--- src/rtl/scl_div_pkg.sv ---
package scl_div_pkg;

    // One flag per phase point inside an SCL bit period.
    typedef struct packed {
        logic sample;
        logic rise;
        logic shift;
        logic fall;
    } scl_strobes_t;

endpackage

--- src/rtl/scl_count_stage.sv ---
// One programmable divide-by-(limit+1) stage. It advances only when step_in is high
// and emits step_out on the step that wraps it.
module scl_count_stage #(
    parameter int CNT_W = 2
) (
    input  logic             clk,
    input  logic             rst_n,
    input  logic             clr,
    input  logic             step_in,
    input  logic [CNT_W-1:0] limit,
    output logic             step_out
);

    typedef struct packed {
        logic [CNT_W-1:0] cnt;
    } stage_t;

    stage_t st_d, st_q;
    logic   at_end;

    always_comb begin
        st_d   = st_q;
        at_end = (st_q.cnt == limit);
        if (clr) begin
            st_d.cnt = '0;
        end else if (step_in) begin
            st_d.cnt = at_end ? '0 : CNT_W'(st_q.cnt + 1'b1);
        end
    end

    assign step_out = step_in && !clr && at_end;

    always_ff @(posedge clk or negedge rst_n) begin
        if (!rst_n) begin
            st_q <= '0;
        end else begin
            st_q <= st_d;
        end
    end

    // limits reload only at a wrap, so the count never passes its limit
    a_r6_count_bounded: assert property (@(posedge clk) disable iff (!rst_n)
        st_q.cnt <= limit)
        else $error("stage count above its limit");

endmodule

--- src/rtl/scl_phase_seq.sv ---
// Counts base ticks across one bit period and issues the phase strobes and the SCL level.
module scl_phase_seq
    import scl_div_pkg::*;
#(
    parameter int BIT_TICKS         = 22,
    parameter int SHIFT_AT          = 5,
    parameter int SAMPLE_AFTER_RISE = 5
) (
    input  logic         clk,
    input  logic         rst_n,
    input  logic         run,
    input  logic         start,
    input  logic         tick,
    output logic         wrap,
    output logic         scl,
    output scl_strobes_t stb
);

    localparam int T_W       = $clog2(BIT_TICKS);
    localparam int RISE_AT   = BIT_TICKS / 2;
    localparam int SAMPLE_AT = RISE_AT + SAMPLE_AFTER_RISE;
    localparam int LAST      = BIT_TICKS - 1;
    localparam int GAP_W     = $clog2(BIT_TICKS) + 1;

    typedef struct packed {
        logic [T_W-1:0] t;
        logic           scl;
        scl_strobes_t   stb;
    } seq_t;

    seq_t           sq_d, sq_q;
    logic [T_W-1:0] t_nx;
    logic           at_last;

    always_comb begin
        sq_d     = sq_q;
        sq_d.stb = '0;
        at_last  = (sq_q.t == T_W'(LAST));
        t_nx     = at_last ? '0 : T_W'(sq_q.t + 1'b1);
        if (!run) begin
            sq_d.t   = '0;
            sq_d.scl = 1'b1;
        end else if (start) begin
            sq_d.t        = '0;
            sq_d.stb.fall = 1'b1;
            sq_d.scl      = 1'b0;
        end else if (tick) begin
            sq_d.t          = t_nx;
            sq_d.stb.fall   = (t_nx == '0);
            sq_d.stb.shift  = (t_nx == T_W'(SHIFT_AT));
            sq_d.stb.rise   = (t_nx == T_W'(RISE_AT));
            sq_d.stb.sample = (t_nx == T_W'(SAMPLE_AT));
            if (sq_d.stb.fall) sq_d.scl = 1'b0;
            if (sq_d.stb.rise) sq_d.scl = 1'b1;
        end
    end

    assign wrap = run && !start && tick && at_last;
    assign scl  = sq_q.scl;
    assign stb  = sq_q.stb;

    always_ff @(posedge clk or negedge rst_n) begin
        if (!rst_n) begin
            sq_q     <= '0;
            sq_q.scl <= 1'b1;
        end else begin
            sq_q <= sq_d;
        end
    end

    // Spacing monitor for the minimum-period property.
    logic [GAP_W-1:0] gap_q;
    logic             seen_q;

    always_ff @(posedge clk or negedge rst_n) begin
        if (!rst_n) begin
            gap_q  <= '0;
            seen_q <= 1'b0;
        end else begin
            if (sq_q.stb.fall) begin
                gap_q <= GAP_W'(1);
            end else if (gap_q != '1) begin
                gap_q <= GAP_W'(gap_q + 1'b1);
            end
            if (!run) begin
                seen_q <= 1'b0;
            end else if (sq_q.stb.fall) begin
                seen_q <= 1'b1;
            end
        end
    end

    a_r5_one_strobe: assert property (@(posedge clk) disable iff (!rst_n)
        $onehot0(sq_q.stb))
        else $error("two phase strobes at once");

    a_r1_idle_quiet: assert property (@(posedge clk) disable iff (!rst_n)
        !run |=> (sq_q.scl && sq_q.stb == '0))
        else $error("activity while disabled");

    a_r4_scl_low_with_fall: assert property (@(posedge clk) disable iff (!rst_n)
        sq_q.stb.fall |-> !sq_q.scl)
        else $error("scl not low at fall strobe");

    a_r4_scl_high_with_rise: assert property (@(posedge clk) disable iff (!rst_n)
        sq_q.stb.rise |-> sq_q.scl)
        else $error("scl not high at rise strobe");

    a_r9_min_spacing: assert property (@(posedge clk) disable iff (!rst_n)
        (sq_q.stb.fall && seen_q) |-> (gap_q >= GAP_W'(BIT_TICKS)))
        else $error("bit period shorter than the fixed tick count");

endmodule

--- src/rtl/scl_rate_gen.sv ---
module scl_rate_gen
    import scl_div_pkg::*;
#(
    parameter int A_W               = 2,
    parameter int B_W               = 6,
    parameter int BIT_TICKS         = 22,
    parameter int SHIFT_AT          = 5,
    parameter int SAMPLE_AFTER_RISE = 5
) (
    input  logic           clk,
    input  logic           rst_n,
    input  logic           run_en,
    input  logic [A_W-1:0] pre_div,
    input  logic [B_W-1:0] main_div,
    output logic           scl_out,
    output logic           tick_fall,
    output logic           tick_shift,
    output logic           tick_rise,
    output logic           tick_sample
);

    typedef struct packed {
        logic           running;
        logic [A_W-1:0] a_lim;
        logic [B_W-1:0] b_lim;
    } ctl_t;

    ctl_t         ct_d, ct_q;
    logic         start;
    logic         cnt_run;
    logic         a_step;
    logic         base_tick;
    logic         wrap;
    scl_strobes_t stb;

    always_comb begin
        ct_d         = ct_q;
        ct_d.running = run_en;
        start        = run_en && !ct_q.running;
        cnt_run      = run_en && ct_q.running;
        // Fields are taken while idle, at the start edge, or at a period boundary.
        if (!run_en || start || wrap) begin
            ct_d.a_lim = pre_div;
            ct_d.b_lim = main_div;
        end
    end

    always_ff @(posedge clk or negedge rst_n) begin
        if (!rst_n) begin
            ct_q <= '0;
        end else begin
            ct_q <= ct_d;
        end
    end

    scl_count_stage #(.CNT_W(A_W)) u_pre (
        .clk      (clk),
        .rst_n    (rst_n),
        .clr      (!cnt_run),
        .step_in  (cnt_run),
        .limit    (ct_q.a_lim),
        .step_out (a_step)
    );

    scl_count_stage #(.CNT_W(B_W)) u_main (
        .clk      (clk),
        .rst_n    (rst_n),
        .clr      (!cnt_run),
        .step_in  (a_step),
        .limit    (ct_q.b_lim),
        .step_out (base_tick)
    );

    scl_phase_seq #(
        .BIT_TICKS         (BIT_TICKS),
        .SHIFT_AT          (SHIFT_AT),
        .SAMPLE_AFTER_RISE (SAMPLE_AFTER_RISE)
    ) u_phase (
        .clk   (clk),
        .rst_n (rst_n),
        .run   (run_en),
        .start (start),
        .tick  (base_tick),
        .wrap  (wrap),
        .scl   (scl_out),
        .stb   (stb)
    );

    assign tick_fall   = stb.fall;
    assign tick_shift  = stb.shift;
    assign tick_rise   = stb.rise;
    assign tick_sample = stb.sample;

    a_r2_fall_after_start: assert property (@(posedge clk) disable iff (!rst_n)
        (run_en && !ct_q.running) |=> (tick_fall && !scl_out))
        else $error("no fall strobe after enable");

endmodule

--- config.mk ---
export PLATFORM = sky130hd
export DESIGN_NAME = scl_rate_gen
export DESIGN_NICKNAME = d
export VERILOG_FILES = /design/src/rtl/scl_div_pkg.sv /design/src/rtl/scl_count_stage.sv /design/src/rtl/scl_phase_seq.sv /design/src/rtl/scl_rate_gen.sv
export SDC_FILE = /design/constraint.sdc
export NUM_CORES = 1
export LEC_CHECK = 0
export BUFFER_PORTS_ARGS = -buffer_cell sky130_fd_sc_hd__buf_4
export CORE_UTILIZATION = 47
export DETAILED_ROUTE_END_ITERATION = 16
export GPL_TIMING_DRIVEN = 0
export MAX_ROUTING_LAYER = met4
export PLACE_DENSITY = 0.66
export RECOVER_POWER = 100
export SLEW_MARGIN = 10
export SYNTH_ARGS = -nofsm -noshare
export SYNTH_HDL_FRONTEND = slang
export SYNTH_SLANG_ARGS = --single-unit
export TNS_END_PERCENT = 5
--- constraint.sdc ---
create_clock -name clk -period 2.5 [get_ports clk]
set_clock_uncertainty 0.1 [all_clocks]
set_input_delay 0 -clock clk [delete_from_list [all_inputs] [get_ports clk]]
set_output_delay 0 -clock clk [all_outputs]
set_load 0.01 [all_outputs]
# Word level (Yosys, flattened, before mapping)
# Index checks and enable logic that the tools add are counted.
dict set report op_classes {
  add_sub_neg 3
  n_eq_ne 9
  n_mux 14
  n_reduce_logical 15
}
# operator n
set ops {}
lappend ops {{6-bit two-way mux} 5}
lappend ops {{5-bit == test, second input constant} 2}
lappend ops {{10-bit two-way mux} 1}
lappend ops {{1-bit logical AND} 8}
lappend ops {{6-bit by 1-bit adder with 6-bit output, second input constant} 1}
lappend ops {{6-bit == test} 1}
lappend ops {{5-bit by 1-bit adder with 5-bit output, second input constant} 1}
lappend ops {{5-bit by 3-bit == test with 1-bit output, second input constant} 1}
lappend ops {{5-bit by 4-bit == test with 1-bit output, second input constant} 1}
lappend ops {{5-bit zero test} 1}
lappend ops {{5-bit two-way mux} 1}
lappend ops {{2-bit two-way mux} 2}
lappend ops {{4-bit two-way mux} 1}
lappend ops {{4-bit by 1-bit != test with 1-bit output, second input constant} 1}
lappend ops {{1-bit zero test} 3}
lappend ops {{1-bit two-way mux} 3}
lappend ops {{3-bit two-way mux} 1}
lappend ops {{3-bit by 1-bit != test with 1-bit output, second input constant} 1}
lappend ops {{2-bit by 1-bit adder with 2-bit output, second input constant} 1}
lappend ops {{2-bit == test} 1}
lappend ops {{1-bit logical OR} 2}
lappend ops {{2-bit by 1-bit != test with 1-bit output, second input constant} 1}
lappend ops {{2-bit AND reduction} 1}
dict set report word_totals {
  register_bits 27
  input_bits 11
  out_inout_bits 5
  wordCells 52
}

# Longest topological paths before layout
# Gate-level depths: netlist of run 1.
dict set report logic_depth {
  ltp_word 8
  depth_mapped 7
  depth_no_buf 7
}

# Hierarchy
# Synthesis of run 1 repeated with hierarchy kept, for this count alone.
dict set report hier_totals {
  cells_unflattened 128
  hier_area_um2 1465.2
}
# module instances cells_per_inst area_per_inst_um2 seq_area_each_um2
set by_module_without_submodules {}
lappend by_module_without_submodules {scl_phase_seq 1 59 599.3 251.5}
lappend by_module_without_submodules {{scl_count_stage at u_main} 1 34 379.1 150.1}
lappend by_module_without_submodules {scl_rate_gen 1 21 355.3 225.2}
lappend by_module_without_submodules {{scl_count_stage at u_pre} 1 14 131.4 50.0}

# Least setup slack after synthesis of run 1
# Ideal clock, no wire load.
dict set report synth_timing {
  path_type {reg2reg}
  start {register u_phase.sq_q[6] (netlist bit)}
  end {register u_phase.sq_q (netlist bit u_phase.stb[0])}
  setup_ps 66
  arrival_ps 1771
  t_required_ps 2334
  slack_ps 564
  stages_incl_launch_ff 8
  n_path_buf 0
  synth_period_minus_slack_ps 1936
  cell_sequence {dfrtp_1 inv_1 ha_1 a21oi_1 mux2_2 or3b_1 o31ai_4 and2_1}
}
# item line_no
set synth_rtl {}
lappend synth_rtl {{start: declaration} scl_phase_seq.sv:31} ;# seq_t sq_d, sq_q;
lappend synth_rtl {{start signal: assignment} scl_phase_seq.sv:67} ;# sq_q <= sq_d;

# Final worst setup path of run 1
dict set report layout_timing {
  start {register ct_q[8] (netlist bit)}
  end {register ct_q[6] (netlist bit)}
}
dict set report layout_via {
  elab_chain_len 7
  word_cells_on_any_way 12
  cone_classes {12 x reduce/logical}
}
# item line_no
set layout_lines {}
lappend layout_lines {{start: declaration} scl_rate_gen.sv:28} ;# ctl_t ct_d, ct_q;
lappend layout_lines {{start signal: assignment} scl_rate_gen.sv:52} ;# ct_q <= ct_d;
lappend layout_lines {{1-bit zero test or 1-bit logical AND (tied branches)} {scl_rate_gen.sv:39, scl_rate_gen.sv:40}}
lappend layout_lines {{1-bit logical AND (on tied branches)} {scl_rate_gen.sv:39, scl_count_stage.sv:31}}
lappend layout_lines {{1-bit zero test or 1-bit logical AND (tied branches)} {scl_phase_seq.sv:58, scl_count_stage.sv:31}}
lappend layout_lines {{1-bit logical AND (on tied branches)} {scl_phase_seq.sv:58, scl_count_stage.sv:31}}
lappend layout_lines {{1-bit logical AND (2 in series)} scl_phase_seq.sv:58} ;# assign wrap = run && !start && tick && at_last;
lappend layout_lines {{1-bit logical OR (*)} scl_rate_gen.sv:42} ;# if (!run_en || start || wrap) begin
# Every way passes the cells marked *; elsewhere a longest branch is shown, timed or not.
# A chain may end at the register's enable or synchronous reset.

==> impl_metrics.yaml, run 1 <==
sta:
  slew_violations: 0
  post-route-min-period_ns: 2.23
  rsz0062_at_grt: "false"
  tightestPinTransition_ns: 1.41
  finalCritPeriodShare: 0.894
  hold_viol_final: 0
  fin_ws_ns: 0.266
  setup_tns_ns: 0
  max-slew-margin-rel: 0.0606
  setup_violations: 0
  max_freq_mhz: 448
worst_hold_path:
  min_path_type: "in -> reg"
  min_path_cells: 2
  min_from: "run_en"
  min_to: "ct_q[8]"
global_route:
  grt_pass1_vias: 1046
  track_usage: 0.179
  grt_pass1_wl_um: 4350
  antenna_found_initial: 0
  gr-total-overflow: 0
  grt_max_degree: 28
yosys:
  syn_area_mm2: 0.00141
  ys_warn_count: 0
  yosysTopAreaCell: "dfrtp_1"
  ys_seq_area_frac: 0.480
  synth.avg_cell_area_um2: 10.8
  synthTopCellsByArea: "dfrtp_1 46%, mux2_2 6.4%, ha_1 4.4%"
  synth_cell_type_count: 39
  synthCells: 131
  synth.net_count: 147
  synth-main-ff-cell: "dfrtp_1"
  synth_top_area_frac: 0.461
  synth_edf_count: 0
  ys_seq_elements: 27
  synth-async-reset-ratio: 1.00
placement:
  pre_cts_ws_ns: 0.385
  port_buffers: 15
  finalWeightedCongestion: 0.831
  post-dp-hpwl_um: 1830
  dp_cells: 177
  placedInstanceArea_mm2: 0.00156
drt:
  routed_wl_um: 2510
  drc: 2
  ant_nets: 0
  drt-pass1-iter-count: 10
  vias_per_cell: 5.37
  vias: 1025
  post_drt_wl_per_cell_um: 13.1
  drt_iter0_drc: 33
power_and_ir_drop:
  ir_drop_v: 0.000287
  p_leak_nw: 0.706
  p_clk_frac: 0.247
  p_int_mw: 0.564
  power_per_cell_area_mw_per_mm2: 452
  p_sw_mw: 0.181
  comb_power_share: 0.124
  p_sw_frac: 0.243
  p_seq_frac: 0.629
clock_network:
  cts_made_buffers: 3
  ctsResizeCount: 0
  cts_max_path_buffers: 2
  cts-root-buf: "clkbuf_4"
  cts_tree: "yes"
  htreeDepth: 1
  clk_pin_slew_worst_paths_ns: 0.14
  cts_setup_buffers: 0
  insertion_delay_ns: 0.32
  holdBufCountCts: 10
  cts_sinks: 27
setup_path:
  r2r_setup_slack_ns: 0.27
  cp.required_ns: 2.62
  r2r-start: "ct_q[8]"
  worstPathArrival_ns: 2.35
  cpMaxStageDelayCell: "nor4_1"
  slowest_delay_ns: 0.47
  startpoint_type: "register"
  critPathKind: "reg -> reg"
  worstRegToRegCells: 5
  regToRegEndpoint: "ct_q[6]"
  cp-end-kind: "register"
  worstPathCellList: "and2_0 -> nand3_1 -> nor4_1 -> a21oi_2 -> mux2_1"
  worstPathMaxFanout: 8
status:
  status: "complete, but fails checks"
  violations: "design-rule violations"
cells_and_area:
  fin_area_mm2: 0.00165
  syn_to_final_growth_pct: 16.9
  layout-drive-gt1-share: 0.163
  final_cell_mix: "26 x dfrtp_1, 11 x nand2_1, 10 x dlygate4sd3_1, 9 x nand3_1, 9 x clkbuf_1"
  antenna_cells: 0
  fin_util: 0.587
  final_common_cell: "dfrtp_1"
  nNetsFinal: 177
  layout.cells.non_filler: 191
job:
  maxCapViolations: 0
die:
  die_area_mm2: 0.00322
  rows: 19
  pin_count: 16
  start_util: 0.503
  fp.dieH_um: 56.8
  coreArea_mm2: 0.00281
  fp.dieW_um: 56.8
## area by class of cell
cell class                 instances  area, um2
fill                             245       1160
buffer                             1       3.75
multi-input combinational         94        682
sequential                        27        677
inverter                           9       33.8
timing repair buffer              25        186
tap                               31       38.8
clock buffer                       4       26.3
## cells by family (layout without fill, tap and decap cells)
kind of cell / after synthesis / count (layout) / synth area share
mux: 9 / 9 / 0.0719
xor+xnor: 10 / 10 / 0.0621
fa+ha+maj: 5 / 5 / 0.0444
buf+inv: 10 / 39 / 0.0319
compound gates: 26 / 26 / 0.140
simple gates: 44 / 44 / 0.169
flops: 27 / 27 / 0.480
## worst max-delay path, delay by kind of cell (launching register included)
kind	cells	cell delay [ns]
multiplexers	1	0.36
flip-flops	1	0.43
AO/OA/AOI/OAI	1	0.26
AND/OR/NAND/NOR	3	1.00
## metrics by stage
| stage | hold slack [ns] | total power [mW] |
|---|---|---|
| floorplan | -0.396 | 0.527 |
| global placement | -0.171 | 0.560 |
| detailed placement | -0.167 | 0.563 |
| CTS | 0.0118 | 0.760 |
| global route | 0.311 | 0.787 |
| finish | 0.310 | 0.745 |
## power by group through the flow
| stage | Sequential [mW] | Clock, mW | Combinational, mW |
|---|---|---|---|
| floorplan | 0.475 | 0 | 0.0513 |
| global placement | 0.476 | 0 | 0.0840 |
| detailed placement | 0.477 | 0 | 0.0855 |
| CTS | 0.469 | 0.192 | 0.0984 |
| global route | 0.472 | 0.211 | 0.105 |
| finish | 0.469 | 0.184 | 0.0926 |
## worst max path at each step
stage | from | endpoint | slack (ns) | depth (start not counted)
after floorplan | u_phase.sq_q[6] | u_phase.stb[0] | 0.56 | 7
after global placement | u_phase.sq_q[6] | u_phase.stb[0] | 0.39 | 7
after detailed placement | u_phase.sq_q[6] | u_phase.stb[0] | 0.38 | 7
after CTS | u_phase.sq_q[6] | u_phase.stb[0] | 0.35 | 7
after global routing | ct_q[8] | ct_q[6] | 0.11 | 5
final | ct_q[8] | ct_q[6] | 0.27 | 5
## cell usage after synthesis (3+ instances only)
master and n:
a21oi_1 4, dfrtp_1 26, ha_1 5, inv_1 8, mux2_2 8, nand2_1 11
nand3_1 9, nor2_1 6, o21ai_0 7, o31ai_1 3, xnor2_1 7, xor2_1 3
## routing by layer
layer | GRT usage | vias up | share of wire
li1 | - | 524 | -
met1 | 0.197 | 483 | 0.45
met2 | 0.325 | 14 | 0.51
met3 | 0.0207 | 4 | 0.023
met4 | 0.0801 | 0 | 0.018
met5 | - | - | 0
## registers in the layout, indices dropped and copies added (netlist names)
| register | cells |
|---|---|
| u_pre.st_q | 2 |
| u_phase.stb | 4 |
| ct_q | 9 |
| u_phase.sq_q | 5 |
| u_main.st_q | 6 |
| u_phase.scl | 1 |
Power figures use the tool's default switching activity.
==> inputs of run 2 (changes only) <==
- clock period: 2.5 -> 2.1 ns (I/O delays scaled with it)
==> run 2 against run 1 <==
Net effect:
- the flow still finishes with violations (design-rule violations)
- die area did not move
- first-iteration DRC count grew 24%
- core utilization increased by 2.3 points
- critical path type unchanged
- design area up 3.9%
- final cell count increased by 0.52%
- maximum frequency increased by 8.0%
- largest cell class unchanged
- sequential cell count did not move
- clock-buffer cell count stayed put
- highest routed layer unchanged
- global-route usage grew 0.20 points
==> impl_metrics.yaml, run 2 (synthesized netlist as in run 1, its figures left out) <==
global_route:
  grt.busiest_layer: "met2"
  track_usage: 0.181
  use_met2: 0.330
  grt_pass1_wl_um: 4410
  met3_usage: 0.0207
  use_met1: 0.200
  antenna_found_initial: 0
  grt_pass1_vias: 1046
  gr-total-overflow: 0
  grt_max_degree: 28
cells_and_area:
  largest_reg_flops: 9
  fin_area_mm2: 0.00171
  layout-drive-gt1-share: 0.236
  nNetsFinal: 178
  fin_util: 0.611
  final_common_cell: "dfrtp_1"
  largestRegisters: "ct_q (9), u_main.st_q (6), u_phase.sq_q (5)"
  syn_to_final_growth_pct: 21.5
  final_cell_mix: "26 x dfrtp_1, 11 x nand2_1, 10 x dlygate4sd3_1, 10 x buf_4, 9 x nand3_1"
  antenna_cells: 0
  regMostFlops: "ct_q"
clock_network:
  cts_tree: "yes"
  insertion_delay_ns: 0.32
  cts_made_buffers: 3
  clk_pin_slew_worst_paths_ns: 0.14
  htreeDepth: 1
  cts_max_path_buffers: 2
  cts_sinks: 27
  cts-root-buf: "clkbuf_4"
status:
  violations: "design-rule violations"
  status: "complete, but fails checks"
setup_path:
  cp-end-kind: "register"
  worstPathMaxFanout: 4
  critPathKind: "reg -> reg"
  startpoint_type: "register"
  worstPathArrival_ns: 2.24
  cp.required_ns: 2.27
drt:
  drc: 2
  post_drt_wl_per_cell_um: 13.3
  drt-pass1-iter-count: 10
  vias: 1045
  ant_nets: 0
  routed_wl_um: 2560
  drt_iter0_drc: 41
  vias_per_cell: 5.44
power_and_ir_drop:
  ir_drop_v: 0.000344
  p_seq_frac: 0.622
  p_sw_frac: 0.248
  power_per_cell_area_mw_per_mm2: 525
  p_int_mw: 0.676
  finalPower_mw: 0.900
  p_clk_frac: 0.246
  p_leak_nw: 0.733
  comb_power_share: 0.132
  p_sw_mw: 0.224
sta:
  post-route-min-period_ns: 2.07
  max_freq_mhz: 483
  tightestPinTransition_ns: 1.43
  setup_violations: 0
  rsz0062_at_grt: "true"
  slew_violations: 0
  max-slew-margin-rel: 0.0487
  hold_viol_final: 0
  finalCritPeriodShare: 0.985
placement:
  post-dp-hpwl_um: 1830
  finalWeightedCongestion: 0.831
  placedInstanceArea_mm2: 0.00156
  port_buffers: 15
die:
  fp.dieH_um: 56.8
  fp.dieW_um: 56.8
  coreArea_mm2: 0.00281
  rows: 19
  pin_count: 16
  start_util: 0.503
  die_area_mm2: 0.00322
worst_hold_path:
  min_path_type: "in -> reg"
job:
  maxCapViolations: 0
## run 2: power by group through the flow
stage	Combinational (mW)	Clock [mW]	Sequential [mW]
final	0.119	0.222	0.559
after global routing	0.134	0.251	0.563
after CTS	0.117	0.229	0.558
after detailed placement	0.102	0	0.568
after global placement	0.100	0	0.567
after floorplan	0.0611	0	0.566
## run 2: through the flow
step / setup WS (ns) / hold slack (ns) / TNS [ns] / std cells
global placement: -0.00623 / -0.171 / -0.00623 / 177
global route: -0.0531 / 0.263 / -0.290 / 192
finish: 0.0305 / 0.265 / 0 / 192
detailed placement: -0.0152 / -0.167 / -0.0152 / 177
CTS: 0.00871 / 0.0118 / 0 / 191
floorplan: 0.164 / -0.396 / 0 / 131
## run 2: what timing repair did
item / CTS / global route
endpoints found under the setup margin: 1 / 14
hold buffers: 10 / 0
buffers inserted: 0 / 1
pin swaps: 0 / 1
resized for setup: 2 / 8
hold endpoints to repair: 39 / 0
## run 2: critical path: stages (launching register included)
cell and delay (ns):
dfrtp_1 0.45, inv_2 0.09, ha_2 0.19, nand3b_1 0.13, a21oi_2 0.25, or3b_4 0.43, o31ai_4 0.23, and2_1 0.15
## run 2: metal layers
metal / vias to the layer above / share of wire
met2: 16 / 0.52
met4: 0 / 0.024
met5: - / 0
li1: 526 / -
met3: 6 / 0.024
met1: 497 / 0.43
## run 2: path summary, 6_finish.rpt
check	cells past startpoint	slack [ns]	from	to
setup / recovery	7	0.03	u_phase.sq_q[6]	u_phase.stb[0]
min in group asynchronous	2	0.42	rst_n	ct_q[8]
hold reg to reg	2	0.38	u_phase.scl	u_phase.scl
max in group asynchronous	2	0.65	rst_n	u_main.st_q[0]
setup reg to reg	7	0.03	u_phase.sq_q[6]	u_phase.stb[0]
hold / removal	2	0.27	run_en	ct_q[8]
## run 2: area by class of cell
type / count / area [um2]
Tap cell: 31 / 38.8
Clock buffer: 4 / 26.3
Buffer: 1 / 11.3
Timing Repair Buffer: 26 / 198
Inverter: 9 / 33.8
Multi-Input combinational cell: 94 / 728
Fill cell: 237 / 1090
Sequential cell: 27 / 677
